**config.mk**
```make
export PLATFORM = sky130hd
export DESIGN_NAME = vp_run_ctl
export DESIGN_NICKNAME = d
export VERILOG_FILES = /design/src/rtl/vpctl_pkg.sv /design/src/rtl/vpctl_decode.sv /design/src/rtl/vpctl_seq.sv /design/src/rtl/vpctl_vp_slice.sv /design/src/rtl/vp_run_ctl.sv
export SDC_FILE = /design/constraint.sdc
export NUM_CORES = 1
export LEC_CHECK = 0
export BUFFER_PORTS_ARGS = -buffer_cell sky130_fd_sc_hd__buf_2
export CELL_PAD_IN_SITES_DETAIL_PLACEMENT = 1
export CELL_PAD_IN_SITES_GLOBAL_PLACEMENT = 1
export CORE_ASPECT_RATIO = 0.8
export CORE_MARGIN = 5
export CORE_UTILIZATION = 14
export DETAILED_ROUTE_END_ITERATION = 7
export PLACE_DENSITY_LB_ADDON = 0.1
export SKIP_CTS_REPAIR_TIMING = 1
export SYNTH_ARGS = -nofsm -noshare
export SYNTH_HDL_FRONTEND = slang
export SYNTH_SLANG_ARGS = --single-unit
```
**constraint.sdc**
```tcl
create_clock -name clk -period 1.45 [get_ports clk]
set_input_delay 0.29 -clock clk [delete_from_list [all_inputs] [get_ports clk]]
set_output_delay 0.29 -clock clk [all_outputs]
set_load 0.01 [all_outputs]
```
**src/rtl/vpctl_pkg.sv**
```systemverilog
package vpctl_pkg;
    localparam int unsigned ADDR_W = 16;
    localparam int unsigned N_WIN  = 2;

    localparam logic [ADDR_W-1:0] WIN_LOCAL = 16'h2000;
    localparam logic [ADDR_W-1:0] WIN_OTHER = 16'h4000;
    localparam logic [ADDR_W-1:0] OFS_RUN   = 16'h0028;
    localparam logic [ADDR_W-1:0] OFS_STOP  = 16'h0030;
    localparam logic [ADDR_W-1:0] OFS_STAT  = 16'h0070;

    typedef enum logic [1:0] {
        REG_NONE = 2'd0,
        REG_RUN  = 2'd1,
        REG_STOP = 2'd2,
        REG_STAT = 2'd3
    } reg_sel_e;

    typedef enum logic {
        ST_LAUNCH = 1'b0,
        ST_SERVE  = 1'b1
    } seq_state_e;
endpackage

```
**src/rtl/vpctl_decode.sv**
```systemverilog
module vpctl_decode
    import vpctl_pkg::*;
(
    input  logic [ADDR_W-1:0] addr,
    output reg_sel_e          sel
);
    localparam logic [N_WIN-1:0][ADDR_W-1:0] BASES = {WIN_OTHER, WIN_LOCAL};

    logic [N_WIN-1:0] hit_run;
    logic [N_WIN-1:0] hit_stop;
    logic [N_WIN-1:0] hit_stat;

    for (genvar w = 0; w < N_WIN; w++) begin : g_win
        assign hit_run[w]  = (addr == BASES[w] + OFS_RUN);
        assign hit_stop[w] = (addr == BASES[w] + OFS_STOP);
        assign hit_stat[w] = (addr == BASES[w] + OFS_STAT);
    end

    always_comb begin
        if (|hit_run)       sel = REG_RUN;
        else if (|hit_stop) sel = REG_STOP;
        else if (|hit_stat) sel = REG_STAT;
        else                sel = REG_NONE;
    end
endmodule

```
**src/rtl/vpctl_seq.sv**
```systemverilog
module vpctl_seq
    import vpctl_pkg::*;
(
    input  logic       clk,
    input  logic       rst_n,
    output logic       launch,
    output seq_state_e state
);
    seq_state_e state_d;

    always_comb begin
        state_d = state;
        unique case (state)
            ST_LAUNCH: state_d = ST_SERVE;
            ST_SERVE:  state_d = ST_SERVE;
            default:   state_d = ST_SERVE;
        endcase
    end

    always_ff @(posedge clk) begin
        if (!rst_n) state <= ST_LAUNCH;
        else        state <= state_d;
    end

    always_comb begin
        unique case (state)
            ST_LAUNCH: launch = 1'b1;
            ST_SERVE:  launch = 1'b0;
            default:   launch = 1'b0;
        endcase
    end
endmodule

```
**src/rtl/vpctl_vp_slice.sv**
```systemverilog
module vpctl_vp_slice (
    input  logic clk,
    input  logic rst_n,
    input  logic run_sel,
    input  logic stop_sel,
    output logic running,
    output logic rst_pulse,
    output logic halt_pulse
);
    logic do_start;
    logic do_stop;

    // stop has priority over run on the same bit
    assign do_stop  = stop_sel & running;
    assign do_start = run_sel & ~running & ~stop_sel;

    always_ff @(posedge clk) begin
        if (!rst_n) begin
            running    <= 1'b0;
            rst_pulse  <= 1'b0;
            halt_pulse <= 1'b0;
        end else begin
            rst_pulse  <= do_start;
            halt_pulse <= do_stop;
            if (do_stop)       running <= 1'b0;
            else if (do_start) running <= 1'b1;
        end
    end
endmodule

```
**src/rtl/vp_run_ctl.sv**
```systemverilog
module vp_run_ctl
    import vpctl_pkg::*;
#(
    parameter int unsigned NUM_VP     = 1,
    parameter int unsigned DATA_W     = 64,
    parameter logic [63:0] START_MASK = 64'h1
) (
    input  logic                clk,
    input  logic                rst_n,
    input  logic                bus_valid,
    input  logic                bus_write,
    input  logic [ADDR_W-1:0]   bus_addr,
    input  logic [DATA_W-1:0]   bus_wdata,
    output logic [DATA_W-1:0]   bus_rdata,
    output logic                rd_valid,
    output logic                err_pulse,
    output logic [NUM_VP-1:0]   vp_reset,
    output logic [NUM_VP-1:0]   vp_halt
);
    if (NUM_VP < 1 || NUM_VP > DATA_W) begin : g_bad_width
        $error("vp_run_ctl: NUM_VP out of range");
    end
    if ((START_MASK >> NUM_VP) != 64'h0) begin : g_bad_start
        $error("vp_run_ctl: START_MASK selects a processor beyond NUM_VP");
    end

    reg_sel_e          sel;
    seq_state_e        state;
    logic              launch;
    logic [NUM_VP-1:0] run_q;
    logic [NUM_VP-1:0] run_req;
    logic [NUM_VP-1:0] stop_req;
    logic [NUM_VP-1:0] wr_bits;
    logic [DATA_W-1:0] stat_word;
    logic              wr_acc;
    logic              rd_acc;

    vpctl_decode u_dec (.addr(bus_addr), .sel(sel));

    vpctl_seq u_seq (.clk(clk), .rst_n(rst_n), .launch(launch), .state(state));

    assign wr_acc  = bus_valid & bus_write;
    assign rd_acc  = bus_valid & ~bus_write;
    assign wr_bits = bus_wdata[NUM_VP-1:0];

    always_comb begin
        run_req  = '0;
        stop_req = '0;
        if (launch) run_req = START_MASK[NUM_VP-1:0];
        if (wr_acc && sel == REG_RUN)  run_req  = run_req | wr_bits;
        if (wr_acc && sel == REG_STOP) stop_req = wr_bits;
    end

    for (genvar v = 0; v < NUM_VP; v++) begin : g_vp
        vpctl_vp_slice u_slice (
            .clk       (clk),
            .rst_n     (rst_n),
            .run_sel   (run_req[v]),
            .stop_sel  (stop_req[v]),
            .running   (run_q[v]),
            .rst_pulse (vp_reset[v]),
            .halt_pulse(vp_halt[v])
        );
    end

    always_comb begin
        stat_word = '0;
        stat_word[NUM_VP-1:0] = run_q;
    end

    always_ff @(posedge clk) begin
        if (!rst_n) begin
            bus_rdata <= '0;
            rd_valid  <= 1'b0;
            err_pulse <= 1'b0;
        end else begin
            rd_valid  <= rd_acc;
            err_pulse <= bus_valid && (sel == REG_NONE);
            bus_rdata <= (rd_acc && sel == REG_STAT) ? stat_word : '0;
        end
    end
endmodule

```
==> impl_metrics.ini <==
[finish]
seqCellArea_um2 = 140
syn2layout_area_growth_pct = 1.45
antennaDiodeCount = 0
final_cell_area_um2 = 788
final_core_util_pct = 14.6
multiInputGateArea_um2 = 389
most-common-layout-cells = conb_1 (63), buf_2 (25), dfxtp_1 (7)
final_common_cell = conb_1
nFillCells = 671
fin_nets = 205
drive_gt1_share_pct = 28.3

[timing]
final_max_slew_viol_count = 0
setup_violations = 0
post-route-period-util_pct = 80.4
finalHoldViolations = 0
holdWs_ns = 0.236
fin_tns_setup_ns = 0
fmax_ghz = 0.857
skew_ns = 0.00238
rsz0062_at_grt = no
finalCriticalPeriod_ns = 1.17

[grt]
grt_antenna_before_repair = 0
grt_usage_pct = 4.58
grt_max_degree = 6
grt_pass1_vias = 500
grt.overflow.total = 0
grt_pass1_wl_mm = 2.66

[detailed_routing]
wl_mm = 1.86
vias = 481
ant_nets = 0
wl_met1_um = 733
drt-wirelength-per-cell_um = 10.0
met3RoutedLength_um = 266
dr.max_layer_used = met3
met2_length_um = 856
route.detailed.drc = 0
firstDrtPassIters = 3
first_iter_violations = 2
drt-vias-per-instance = 2.60

[worst_setup_path]
worstSetupEndpointType = flip-flop
critical_path.startpoint_type = input port
ff2ff_path_depth = 2
cp.arrival_ns = 1.33
cp_data_required_time_ns = 1.61
worstSetupPathType = input port to flip-flop
cp_max_fo = 4

[power_and_ir_drop]
ir_drop_uv = 201
switching_share_pct = 30.7
power_frac_seq_pct = 33.2
power_frac_clock_pct = 44.4
p_sw_uw = 188
internal-power_uw = 424
p_leak_uw = 0.000464
power_frac_comb_pct = 22.4
powerDensity_mw_per_mm2 = 776

[die]
dieArea_mm2 = 0.00715
start_util_pct = 14.4
rows = 24
die_h_um = 76.6
ios = 152
dieWidth_um = 93.3
coreArea_mm2 = 0.00541

[hold_path]
hold_path.class = input port to flip-flop
hold_depth = 1

[yosys]
syn_area_per_cell_um2 = 8.45
syn_area_um2 = 777
ys_types = 21
ys_seq_elements = 7
synth-seq-area-share_pct = 18.0
ys_warn_count = 0
syn_inst = 92

[status]
status = finished clean

[clock_tree]
clock_latency_ns = 0.22
clock-sinks = 7
path_clk_slew_ns = 0.04
cts_root_buffer = clkbuf_8
cts_inserted_buffers = 3
htreeDepth = 1
clockBufferDepth = 2
cts_tree = built

[placement]
hpwl_mm = 1.76
place_congestion = 0.679
port_buffers = 25
place_area_um2 = 743

[run]
maxCapViolations = 0
==> synthesized netlist by cell type (all sizes together) <==
library cell / n / area share (%)
nor3b: 1 / 0.97
buf: 63 / 61
dfxtp: 7 / 18
a21oi: 1 / 0.64
nor2: 1 / 0.48
nor2b: 1 / 0.81
o2111a: 1 / 1.4
and3: 3 / 2.6
inv: 2 / 0.97
nand3: 1 / 0.64
and4b: 2 / 2.6
xor2: 1 / 1.1
and4: 1 / 1.4
conb: 1 / 0.48
or2: 1 / 0.81
nor4: 1 / 1.6
nor3: 1 / 0.64
nor4b: 1 / 1.9
nand2: 1 / 0.48
o311a: 1 / 1.4
==> layer usage <==
layer,global-route usage (%),vias up
met5,0,-
met4,0,0
met3,2.76,0
met2,7.92,45
met1,5.09,211
li1,-,225
==> final cells by class <==
cell class | count | share of cell area, %
clock buffers | 4 | 5.71
inverters | 2 | 0.952
multi-input cells | 82 | 49.4
flip-flops and latches | 7 | 17.8
well taps | 65 | 10.3
repair buffers | 25 | 15.9
==> critical path: stages <==
cell	delay [ns]
buf_2	0.10
nor4b_2	0.26
and4_4	0.27
and4b_1	0.22
o2111a_1	0.18
==> power groups by stage <==
stage          registers, uW  clock network, uW  logic [uW]
6_report                 203                271         137
5_1_grt                  204                289         154
4_1_cts                  203                283         131
3_5_place_dp             207                  0         131
3_3_place_gp             207                  0         130
2_1_floorplan            209                  0         213
==> logic make-up (layout without fill, tap and decap cells) <==
| group | Yosys count | count (layout) | share of synthesized area [%] |
|---|---|---|---|
| buffers and inverters | 65 | 31 | 61.8 |
| flip-flops | 7 | 7 | 18.0 |
| AND/OR/NAND/NOR | 15 | 15 | 15.0 |
| other | 1 | 63 | 0.483 |
| XOR/XNOR | 1 | 1 | 1.13 |
| AO/OA/AOI/OAI | 3 | 3 | 3.54 |
==> worst paths after layout <==
kind / from / end / slack [ns]
worst max register to register: u_seq.state$_DFF_P_ / g_vp[0].u_slice.running$_SDFFE_PP0P_ / 0.64
worst min-delay path: rst_n / u_seq.state$_DFF_P_ / 0.24
worst max-delay path: bus_addr[12] / g_vp[0].u_slice.rst_pulse$_SDFF_PN0_ / 0.28
worst min register to register: g_vp[0].u_slice.running$_SDFFE_PP0P_ / g_vp[0].u_slice.running$_SDFFE_PP0P_ / 0.54
==> stage by stage <==
step                setup slack, ns  std cells  total power [uW]
finish                        0.284        185               612
floorplan                     0.236        154               422
global placement             0.0124        181               337
CTS                           0.266        185               618
detailed placement           0.0368        181               337
global route                  0.196        185               647
==> flip-flops by register name, indices dropped and copies added (netlist names) <==
| signal | flops |
|---|---|
| g_vp.u_slice.halt_pulse | 1 |
| g_vp.u_slice.running | 1 |
| err_pulse | 1 |
| bus_rdata | 1 |
| u_seq.state | 1 |
| g_vp.u_slice.rst_pulse | 1 |
| rd_valid | 1 |
(Power assumes the default switching activity.)
